$ cat src/rtl/fir_pkg.sv
package fir_pkg;
  typedef enum logic [1:0] {
    ST_IDLE  = 2'd0,
    ST_RUN   = 2'd1,
    ST_FLUSH = 2'd2,
    ST_DRAIN = 2'd3
  } fir_state_e;
endpackage

$ cat src/rtl/fir_ctrl.sv
module fir_ctrl
  import fir_pkg::*;
#(
  parameter int TAPS  = 8,
  parameter int CNT_W = 16
) (
  input  logic             clk,
  input  logic             rst_n,
  input  logic             start,
  input  logic [CNT_W-1:0] frame_len,
  input  logic             in_exists,
  input  logic             en,
  input  logic             pipe_busy,
  output logic             in_read,
  output logic             flush_step,
  output logic             shift,
  output logic             clear,
  output logic             tok_valid,
  output logic             busy
);
  localparam int SW = (TAPS > 2) ? $clog2(TAPS) : 1;
  localparam logic [SW-1:0] LAST_WARM = SW'(TAPS - 1);

  fir_state_e       st_q;
  logic [CNT_W-1:0] rem_q;
  logic [SW-1:0]    flush_q;
  logic [SW-1:0]    seen_q;

  // named internal events
  assign clear      = (st_q == ST_IDLE) && start && (frame_len != '0);
  assign in_read    = (st_q == ST_RUN) && in_exists && en;
  assign flush_step = (st_q == ST_FLUSH) && en;
  assign shift      = in_read || flush_step;
  assign tok_valid  = shift && (seen_q == LAST_WARM);
  assign busy       = (st_q != ST_IDLE);

  always_ff @(posedge clk or negedge rst_n) begin
    if (!rst_n) begin
      st_q    <= ST_IDLE;
      rem_q   <= '0;
      flush_q <= '0;
      seen_q  <= '0;
    end else begin
      if (clear) seen_q <= '0;
      else if (shift && (seen_q != LAST_WARM)) seen_q <= seen_q + SW'(1);
      unique case (st_q)
        ST_IDLE: if (clear) begin
          st_q  <= ST_RUN;
          rem_q <= frame_len;
        end
        ST_RUN: if (in_read) begin
          rem_q <= rem_q - CNT_W'(1);
          if (rem_q == CNT_W'(1)) begin
            st_q    <= ST_FLUSH;
            flush_q <= LAST_WARM;
          end
        end
        ST_FLUSH: if (flush_step) begin
          flush_q <= flush_q - SW'(1);
          if (flush_q == SW'(1)) st_q <= ST_DRAIN;
        end
        ST_DRAIN: if (!pipe_busy) st_q <= ST_IDLE;
        default: st_q <= ST_IDLE;
      endcase
    end
  end

  // input phase never runs with nothing left to read
  a_r3_run_remaining: assert property (@(posedge clk) disable iff (!rst_n)
    (st_q == ST_RUN) |-> (rem_q != '0));

  // flush phase always starts with TAPS-1 zero steps pending
  a_r3_flush_entry: assert property (@(posedge clk) disable iff (!rst_n)
    (st_q == ST_FLUSH && $past(st_q) == ST_RUN) |-> (flush_q == LAST_WARM));

  // idle only once every result has left the pipeline
  a_r3_idle_pipe_empty: assert property (@(posedge clk) disable iff (!rst_n)
    (st_q == ST_IDLE) |-> !pipe_busy);
endmodule

$ cat src/rtl/fir_taps.sv
module fir_taps #(
  parameter int TAPS       = 8,
  parameter int DIN_W      = 8,
  parameter bit DIN_SIGNED = 1'b0,
  parameter int XW         = DIN_W + 1,
  parameter int PW         = DIN_W + 2
) (
  input  logic                     clk,
  input  logic                     rst_n,
  input  logic                     en,
  input  logic                     shift,
  input  logic                     load_zero,
  input  logic                     clear,
  input  logic                     tok_valid,
  input  logic [DIN_W-1:0]         din,
  output logic [(TAPS/2)*PW-1:0]   pre,
  output logic                     pre_v,
  output logic                     stage_busy
);
  localparam int HALF = TAPS / 2;

  logic signed [XW-1:0] taps_q [TAPS];
  logic signed [PW-1:0] pre_q  [HALF];
  logic                 a_v_q;
  logic                 b_v_q;

  // sample extension: unsigned or two's complement input
  function automatic logic signed [XW-1:0] widen(input logic [DIN_W-1:0] d);
    return DIN_SIGNED ? $signed({d[DIN_W-1], d}) : $signed({1'b0, d});
  endfunction

  always_ff @(posedge clk or negedge rst_n) begin
    if (!rst_n) begin
      for (int j = 0; j < TAPS; j++) taps_q[j] <= '0;
      for (int k = 0; k < HALF; k++) pre_q[k] <= '0;
      a_v_q <= 1'b0;
      b_v_q <= 1'b0;
    end else begin
      if (clear) begin
        for (int j = 0; j < TAPS; j++) taps_q[j] <= '0;
        a_v_q <= 1'b0;
      end else if (en) begin
        if (shift) begin
          taps_q[0] <= load_zero ? '0 : widen(din);
          for (int j = 1; j < TAPS; j++) taps_q[j] <= taps_q[j-1];
        end
        a_v_q <= tok_valid;
      end
      if (en) begin
        for (int k = 0; k < HALF; k++)
          pre_q[k] <= PW'(taps_q[k]) + PW'(taps_q[TAPS-1-k]);
        b_v_q <= a_v_q;
      end
    end
  end

  for (genvar k = 0; k < HALF; k++) begin : g_pack
    assign pre[k*PW +: PW] = pre_q[k];
  end

  assign pre_v      = b_v_q;
  assign stage_busy = a_v_q || b_v_q;
endmodule

$ cat src/rtl/fir_mac.sv
module fir_mac #(
  parameter int HALF   = 4,
  parameter int PW     = 10,
  parameter int COEF_W = 16,
  parameter int DOUT_W = 16,
  parameter int SHIFT  = 15
) (
  input  logic                     clk,
  input  logic                     rst_n,
  input  logic                     en,
  input  logic [HALF*PW-1:0]       pre,
  input  logic                     pre_v,
  input  logic [HALF*COEF_W-1:0]   coef,
  output logic [DOUT_W-1:0]        out_q,
  output logic                     out_v,
  output logic                     stage_busy
);
  localparam int LV    = $clog2(HALF);
  localparam int PADH  = 1 << LV;
  localparam int ACC_W = PW + COEF_W + LV;
  localparam logic signed [ACC_W-1:0] OMAX =
    {{(ACC_W-DOUT_W+1){1'b0}}, {(DOUT_W-1){1'b1}}};
  localparam logic signed [ACC_W-1:0] OMIN =
    {{(ACC_W-DOUT_W+1){1'b1}}, {(DOUT_W-1){1'b0}}};

  // heap-ordered tree: leaves PADH..2*PADH-1, root at 1
  logic signed [ACC_W-1:0] node_q [1:2*PADH-1];
  logic [LV:0]             lv_v_q;
  logic [DOUT_W-1:0]       out_q_r;
  logic                    out_v_q;

  function automatic logic signed [ACC_W-1:0] mul_pair(
    input logic [PW-1:0] p, input logic [COEF_W-1:0] c);
    return ACC_W'($signed(p)) * ACC_W'($signed(c));
  endfunction

  function automatic logic [DOUT_W-1:0] scale_sat(input logic signed [ACC_W-1:0] a);
    logic signed [ACC_W-1:0] s;
    s = a >>> SHIFT;
    if (s > OMAX) return {1'b0, {(DOUT_W-1){1'b1}}};
    if (s < OMIN) return {1'b1, {(DOUT_W-1){1'b0}}};
    return s[DOUT_W-1:0];
  endfunction

  always_ff @(posedge clk or negedge rst_n) begin
    if (!rst_n) begin
      for (int n = 1; n < 2*PADH; n++) node_q[n] <= '0;
      lv_v_q  <= '0;
      out_q_r <= '0;
      out_v_q <= 1'b0;
    end else if (en) begin
      for (int k = 0; k < PADH; k++) begin
        if (k < HALF)
          node_q[PADH+k] <= mul_pair(pre[k*PW +: PW], coef[k*COEF_W +: COEF_W]);
        else
          node_q[PADH+k] <= '0;
      end
      for (int n = 1; n < PADH; n++) node_q[n] <= node_q[2*n] + node_q[2*n+1];
      lv_v_q[0] <= pre_v;
      for (int j = 1; j <= LV; j++) lv_v_q[j] <= lv_v_q[j-1];
      out_q_r <= scale_sat(node_q[1]);
      out_v_q <= lv_v_q[LV];
    end
  end

  assign out_q      = out_q_r;
  assign out_v      = out_v_q;
  assign stage_busy = (|lv_v_q) || out_v_q;

  // a stalled result stays in place and stays valid
  a_r6_stall_holds: assert property (@(posedge clk) disable iff (!rst_n)
    (!en && out_v_q) |=> (out_v_q && $stable(out_q_r)));
endmodule

$ cat src/rtl/sym_fir_stream.sv
module sym_fir_stream #(
  parameter int TAPS       = 8,
  parameter int DIN_W      = 8,
  parameter bit DIN_SIGNED = 1'b0,
  parameter int COEF_W     = 16,
  parameter int DOUT_W     = 16,
  parameter int SHIFT      = 15,
  parameter int CNT_W      = 16
) (
  input  logic                       clk,
  input  logic                       rst_n,
  input  logic                       start,
  input  logic [CNT_W-1:0]           frame_len,
  input  logic [(TAPS/2)*COEF_W-1:0] coef,
  input  logic                       isolate,
  input  logic [DIN_W-1:0]           in_data,
  input  logic                       in_exists,
  output logic                       in_read,
  output logic [DOUT_W-1:0]          out_data,
  output logic                       out_write,
  input  logic                       out_full,
  output logic                       busy
);
  localparam int HALF = TAPS / 2;
  localparam int XW   = DIN_W + 1;
  localparam int PW   = XW + 1;

  logic              en;
  logic              flush_step, shift, clear, tok_valid;
  logic              pipe_busy, taps_busy, mac_busy;
  logic [HALF*PW-1:0] pre;
  logic              pre_v;
  logic [DOUT_W-1:0] res_q;
  logic              res_v;

  // whole pipeline advances together unless isolated or the result is blocked
  assign en        = !isolate && !(res_v && out_full);
  assign pipe_busy = taps_busy || mac_busy;

  fir_ctrl #(.TAPS(TAPS), .CNT_W(CNT_W)) u_ctrl (
    .clk(clk), .rst_n(rst_n), .start(start), .frame_len(frame_len),
    .in_exists(in_exists), .en(en), .pipe_busy(pipe_busy),
    .in_read(in_read), .flush_step(flush_step), .shift(shift),
    .clear(clear), .tok_valid(tok_valid), .busy(busy)
  );

  fir_taps #(.TAPS(TAPS), .DIN_W(DIN_W), .DIN_SIGNED(DIN_SIGNED), .XW(XW), .PW(PW)) u_taps (
    .clk(clk), .rst_n(rst_n), .en(en), .shift(shift), .load_zero(flush_step),
    .clear(clear), .tok_valid(tok_valid), .din(in_data),
    .pre(pre), .pre_v(pre_v), .stage_busy(taps_busy)
  );

  fir_mac #(.HALF(HALF), .PW(PW), .COEF_W(COEF_W), .DOUT_W(DOUT_W), .SHIFT(SHIFT)) u_mac (
    .clk(clk), .rst_n(rst_n), .en(en), .pre(pre), .pre_v(pre_v), .coef(coef),
    .out_q(res_q), .out_v(res_v), .stage_busy(mac_busy)
  );

  assign out_write = res_v && en;
  assign out_data  = isolate ? '0 : res_q;

  // isolation silences every stream output
  a_r7_isolate_quiet: assert property (@(posedge clk) disable iff (!rst_n)
    isolate |-> (!in_read && !out_write && out_data == '0));

  // nothing is pushed into a full sink
  a_r6_no_write_full: assert property (@(posedge clk) disable iff (!rst_n)
    out_full |-> !out_write);

  // a read always meets an available word
  a_r9_read_has_word: assert property (@(posedge clk) disable iff (!rst_n)
    in_read |-> in_exists);
endmodule

$ cat config.mk
export PLATFORM = sky130hd
export DESIGN_NAME = sym_fir_stream
export DESIGN_NICKNAME = d
export VERILOG_FILES = /design/src/rtl/fir_pkg.sv /design/src/rtl/fir_ctrl.sv /design/src/rtl/fir_taps.sv /design/src/rtl/fir_mac.sv /design/src/rtl/sym_fir_stream.sv
export SDC_FILE = /design/constraint.sdc
export NUM_CORES = 2
export LEC_CHECK = 0
export BUFFER_PORTS_ARGS = -buffer_cell sky130_fd_sc_hd__buf_2
export CORE_MARGIN = 5
export CORE_UTILIZATION = 50
export CTS_BUF_LIST = sky130_fd_sc_hd__clkbuf_2 sky130_fd_sc_hd__clkbuf_4 sky130_fd_sc_hd__clkbuf_8
export DETAILED_ROUTE_END_ITERATION = 8
export PLACE_DENSITY = 0.78
export SYNTH_ARGS = -nofsm -noshare
export SYNTH_HDL_FRONTEND = slang
export SYNTH_SLANG_ARGS = --single-unit
$ cat constraint.sdc
create_clock -name clk -period 5.91 [get_ports clk]
set_input_delay 1.182 -clock clk [delete_from_list [all_inputs] [get_ports clk]]
set_output_delay 1.182 -clock clk [all_outputs]
set_load 0.02 [all_outputs]
=== Word level (Yosys, flattened, before mapping) ===
Index checks and enable logic that the tools add are counted.

* Bits in registers: 354
* Latch bits: 0
* RAM bits: 0
* ROM bits: 0
* Input bits: 94
* Output and inout bits: 19
* Logic and storage cells: 118
* Memories kept: 0

* $add $sub $neg: 10
* $mul: 4
* Div/mod/pow operators: 0
* $lt $le $gt $ge: 2
* Equality and inequality tests: 13
* Shifts and indexed selects: 0
* Multiplexer cells: 32
* Bitwise operators: 0
* Reductions and logical operators: 29

{| class="wikitable"
|+ Operator list
! cell !! number
|-
| $mux 72 || 3
|-
| $mux 16 || 7
|-
| $mul 10x16->26 || 4
|-
| $add 28x28->28 || 3
|-
| $add 9x9->10 || 4
|-
| $pmux 16 s2 || 1
|-
| $eq 16x1->1 const B || 1
|-
| $gt 13x16->1 const B || 1
|-
| $lt 13x16->1 const B || 1
|-
| $reduce_bool 16->1 || 1
|-
| $sub 16x1->16 const B || 1
|-
| $mux 3 || 5
|-
| $mux 2 || 6
|-
| $reduce_bool 2->1 || 6
|-
| $logic_and 1x1->1 || 10
|-
| $mux 8 || 1
|-
| $ne 2x2->1 const B || 4
|-
| $pmux 2 s4 || 1
|-
| $mux 1 || 7
|-
| $pmux 3 s2 || 1
|-
| $reduce_and 6->1 || 1
|-
| $eq 2x2->1 const B || 2
|-
| $logic_or 1x1->1 || 4
|-
| $ne 2x1->1 const B || 2
|-
| 12 further kinds || 13
|}

=== Depth between registers and ports, before layout ===
* Depth in word-level cells: 8
* Depth in mapped cells: 23
* Gate-level depth less buffers: 20

=== Modules after synthesis ===
A second synthesis with hierarchy kept.

* Cell total of the unflattened synthesis: 4457
* Area, all modules: 40841.7 um^2

{| class="wikitable"
|+ Modules (own cells, without submodules)
! module !! times used !! cells an instance !! area each (um^2) !! seq. area each (um^2)
|-
| fir_mac || 1 || 3652 || 33542.2 || 4779.6
|-
| fir_taps || 1 || 588 || 5430.2 || 2552.4
|-
| fir_ctrl || 1 || 197 || 1726.7 || 600.6
|-
| sym_fir_stream || 1 || 20 || 142.6 || 0.0
|}

=== Worst setup path before layout ===
No wires, ideal clock.

* Kind: input port to flip-flop
* Start: in coef[39]
* End: reg u_mac.node_q[54] (netlist name)
* Library setup time: 129 ps
* Data arrival time: 5982 ps
* Required time: 5781 ps
* Setup slack: -201 ps
* Stages: 21
* Buffers on the path: 1
* Path through: clkbuf_1 > nand2_1 > fa_1 > inv_1 > fa_1 > inv_1 > fa_1 > inv_1 > fa_1 > inv_1 > fa_1 > inv_1 > ha_1 > a211oi_1 > o211ai_2 > a2111oi_2 > or4_1 > nand3_1 > a31o_1 > xnor2_1 > o21ai_1

* Word-level cells in the longest chain between the ends: 1

{| class="wikitable"
|+ Ends and longest elaborated chain
! item !! line !! text
|-
| from (decl) || sym_fir_stream.sv:14 || <nowiki>input logic [(TAPS/2)*COEF_W-1:0] coef,</nowiki>
|-
| $mul 10x16->26 || fir_mac.sv:34 || <nowiki>return ACC_W'($signed(p)) * ACC_W'($signed(c));</nowiki>
|-
| to (signal, indexed assignment) || fir_mac.sv:54 || <nowiki>node_q[PADH+k] <= mul_pair(pre[k*PW +: PW], coef[k*COEF_W +: COEF_W]);</nowiki>
|-
| to (decl) || fir_mac.sv:27 || <nowiki>logic signed [ACC_W-1:0] node_q [1:2*PADH-1];</nowiki>
|}

Every way passes these cells.
A chain may end at the register's enable or synchronous reset.

=== Worst setup path in the final report ===
* Start: reg u_taps.pre_q (netlist bit u_taps.pre[34])
* End: reg u_mac.node_q[24] (netlist name)

* Word-level cells in the longest chain between the ends: 1

{| class="wikitable"
|+ Ends and longest elaborated chain
! item !! line !! text
|-
| from (decl) || fir_taps.sv:23 || <nowiki>logic signed [PW-1:0] pre_q [HALF];</nowiki>
|-
| from (signal, indexed assignment) || fir_taps.sv:51 || <nowiki>pre_q[k] <= PW'(taps_q[k]) + PW'(taps_q[TAPS-1-k]);</nowiki>
|-
| $mul 10x16->26 || fir_mac.sv:34 ||
|}

Every way passes these cells.

==> results.md <==
- Status: complete, no violations
- Vias in the first global route: 31256
- WL final: 91.7 mm
- Average size of a mapped cell: 8.71 um^2
- Postcts setup bufs: 0
- GRT Total Usage: 22.6%
- Share of the synthesized area in the top cell type: 25.9%
- Final Hold Vio Count: 0
- Top cells by count, synth: nand2_1 (829), inv_1 (685), fa_1 (494), ha_1 (349), dfrtp_1 (317)
- # DRC: 0
- Startpoint Class: flip-flop
- DR iter-0 viols: ~1700
- Chip width: approximately 290 um
- Die Height: 286 um
- Tmin final: 5.58 ns
- Register-to-Register Path Depth: 19
- Register clock-pin slew on the reported worst setup and hold paths: 0.06 ns
- Routed WL per cell: 16.2 um
- Count leader, synth: nand2_1
- Row Count: 101
- Sequential share of the synthesized area: 20.8%
- I/O Pins: 113
- Pwr dens: 440 nW/um^2
- FF/Latch Area: 7930 um^2
- Fmax: around 180 MHz
- Fin Hold WS: 0.465 ns
- Hold Path End: u_mac.out_q[10]
- Initial Util: 50.4%
- Final period utilization: between 90% and 100%
- CP cell instances: nand2_1 -> fa_1 -> fa_1 -> inv_1 -> fa_1 -> fa_1 -> inv_1 -> fa_1 -> inv_1 -> ha_1 -> buf_4 -> buf_4 -> and3_1 -> o211ai_1 -> a211oi_1 -> nor2_1 -> o41ai_1 -> nand4b_1 -> o211ai_1
- Maximum vdd drop: 0.000428 V
- Maxcap violations: 0
- Placer Congestion: 0.894
- RSZ-0062 raised after global routing: no
- Mapped Area: 38200 um^2
- Filler cells: 6563
- Synth Register Bits: 317
- PortBufs: 112
- Largest net degree at the start of global routing: 113
- Post-Syn Nets: 5323
- Slew Limit Fails: 0
- Hold buffers post-CTS: 0
- Dpl ws: -0.255 ns
- Crit end category: flip-flop
- Drt pass-1 iters: 6
- Max incr delay on CP: between 0.7 and 0.8 ns
- Post-synthesis cell count: 4386
- Design Power: roughly 19 mW
- Setup-failing EPs final: 0
- Worst-margin pin slew: 0.866 ns
- Clock skew: between 0.02 and 0.03 ns
- Clk sink count: 317
- Core Area: 75800 um^2
- Total gr overflow: 0
- Worst rel slew slack: roughly 42%
- Die ar.: between 80000 and 90000 um^2
- CP max stage cell: dfrtp_1
- Layout cells sized above 1: between 10% and 20%
- Vias: 30318
- Fin area: 42600 um^2
- Async S/R FF share, synth: between 90% and 100%
- DP HPWL: 74.4 mm
- DR vias/cell: 5.37
- WP data arrival: 6.11 ns
- Top cells by area, synth: fa_1 (26%), dfrtp_1 (21%), ha_1 (11%)
- Antenna violations before repair: 1
- Layout area overhead: 11.5%
- Fin nets: ~5600
- Leak: 22.4 nW
- CTS Root Cell: clkbuf_8
- EDFF count, synth: 0
- H-tree depth: 2
- Placed instance area: 41400 um^2
- Worst-Skew Late Latency: 0.63 ns
- Synth Warn #: 0
- Most common cell on crit path: fa_1
- Post-synth top flop: dfrtp_1
- CTS tree: built
- Reg2reg start: u_taps.pre[34]
- Yosys top cell by area: fa_1
- Multi-input logic area: around 27000 um^2
- Hold WC Path Type: reg2reg
- Worst setup path class: reg2reg
- Reg-to-reg endpoint: u_mac.node_q[24]
- Min-delay src: u_mac.node_q[193]
- CP required: 6.44 ns
- Unique masters post-synth: 80
- Maximum clock insertion buffer count: 3
- Setup ws final: 0.331 ns
- R2R Setup Slk: 0.33 ns
- Setup TNS: 0 ns
- CTS resizes: 0
- Routed Antenna Nets: 0
- Hold depth: 2
- Crit-path max FO: 10
- Num CTS Buffers: 53
- First-pass GRT wire length: 155 mm
[where the power goes]
part           switching (mW)  internal (mW)  total, mW  leakage (nW)
Sequential              0.974           2.98       3.95          4.15
Clock                   0.929           1.24       2.17         0.630
Combinational            7.10           5.50       12.6          17.7
[cell usage in the layout (no fill, tap or decap), types with 9 or more instances in the layout]
cell | Yosys | routed
o21ai_1 | 16 | 16
nor2_1 | 100 | 100
a21boi_0 | 12 | 12
o22ai_1 | 16 | 16
nor3_1 | 39 | 39
a211oi_1 | 26 | 25
a31oi_1 | 10 | 9
nand2b_1 | 25 | 25
and2_1 | 269 | 269
xnor2_1 | 87 | 87
clkbuf_4 | 0 | 17
a21oi_1 | 234 | 231
o211ai_1 | 13 | 13
nand3_1 | 57 | 57
a21o_1 | 65 | 64
o31ai_1 | 35 | 34
buf_4 | 2 | 252
ha_1 | 349 | 348
dfrtp_1 | 317 | 316
o21ai_0 | 229 | 229
inv_1 | 685 | 685
clkbuf_8 | 0 | 66
and3_1 | 14 | 14
o21a_1 | 25 | 25
fa_1 | 494 | 494
nand4_1 | 12 | 12
nor2b_1 | 30 | 30
or3_1 | 9 | 9
nand2_1 | 829 | 829
xor2_1 | 61 | 61
buf_2 | 18 | 111
o21bai_1 | 17 | 17
[worst max path at each step]
| stage | startpoint | cells past startpoint | slack [ns] | endpoint |
|---|---|---|---|---|
| 2_1_floorplan | coef[40] | 19 | -0.01 | u_mac.node_q[54] |
| 3_3_place_gp | coef[55] | 20 | -0.22 | u_mac.node_q[19] |
| 6_report | u_taps.pre[34] | 19 | 0.33 | u_mac.node_q[24] |
| 4_1_cts | u_taps.pre[4] | 18 | 0.34 | u_mac.node_q[110] |
| 5_1_grt | u_taps.pre[4] | 18 | 0.006 | u_mac.node_q[110] |
| 3_5_place_dp | coef[39] | 20 | -0.26 | u_mac.node_q[52] |
[critical path: cells and delay by family, from the launching register on]
family / cells / cell delay [ns]
buffers and inverters: 5 / 0.39
DFF: 1 / 0.72
AOI/OAI and AO/OA: 4 / 0.99
adders and majority gates: 6 / 2.79
and+or+nand+nor: 4 / 0.59
[per-layer routing]
layer  GRT usage (%)  part of all wire, %  routed length (um)
met2            38.6                   48               44100
met1            30.5                   43               39800
met4            6.19                  3.0                2730
met5               0                    0                   0
met3            3.03                  5.6                5130
[kinds of logic after synthesis]
kind of cell,after synthesis,share of synthesized area [%]
muxes,9,0.246
adders and majority gates,843,37.3
xor gates and xnor gates,148,3.39
DFF,317,20.8
buffers and inverters,868,8.61
and+or+nand+nor,1434,17.3
AOI/OAI and AO/OA,767,12.4
[sequential cells by signal, indices dropped and copies added, names as in the netlist]
| register | count |
|---|---|
| u_taps.taps_q | 64 |
| u_mac.node_q | 173 |
| u_mac.out_q | 14 |
| u_taps.pre | 36 |
| u_ctrl.seen_q | 3 |
| u_ctrl.st_q | 2 |
| u_mac.lv_v_q | 3 |
| u_taps.a_v_q | 1 |
| u_ctrl.flush_q | 3 |
| u_ctrl.rem_q | 16 |
| u_mac.out_v | 1 |
| u_taps.pre_v | 1 |
[cell type report]
class                      instances  share of cell area [%]
multi-input combinational       3201                    63.7
sequential                       317                    18.6
inverter                         685                    6.04
timing repair buffer             369                    6.02
tap                              978                    2.87
clock buffer                      83                    2.43
clock inverter                    11                   0.332
antenna                            1                 0.00588
[through the flow]
| step | instances | util (%) |
|---|---|---|
| finish | 5645 | 56.2 |
| global placement | 5550 | 54.6 |
| global route | 5645 | 56.2 |
| detailed placement | 5550 | 54.6 |
| CTS | 5644 | 56.2 |
| floorplan | 4386 | - |
No activity file was read; power rests on OpenSTA's default activity.
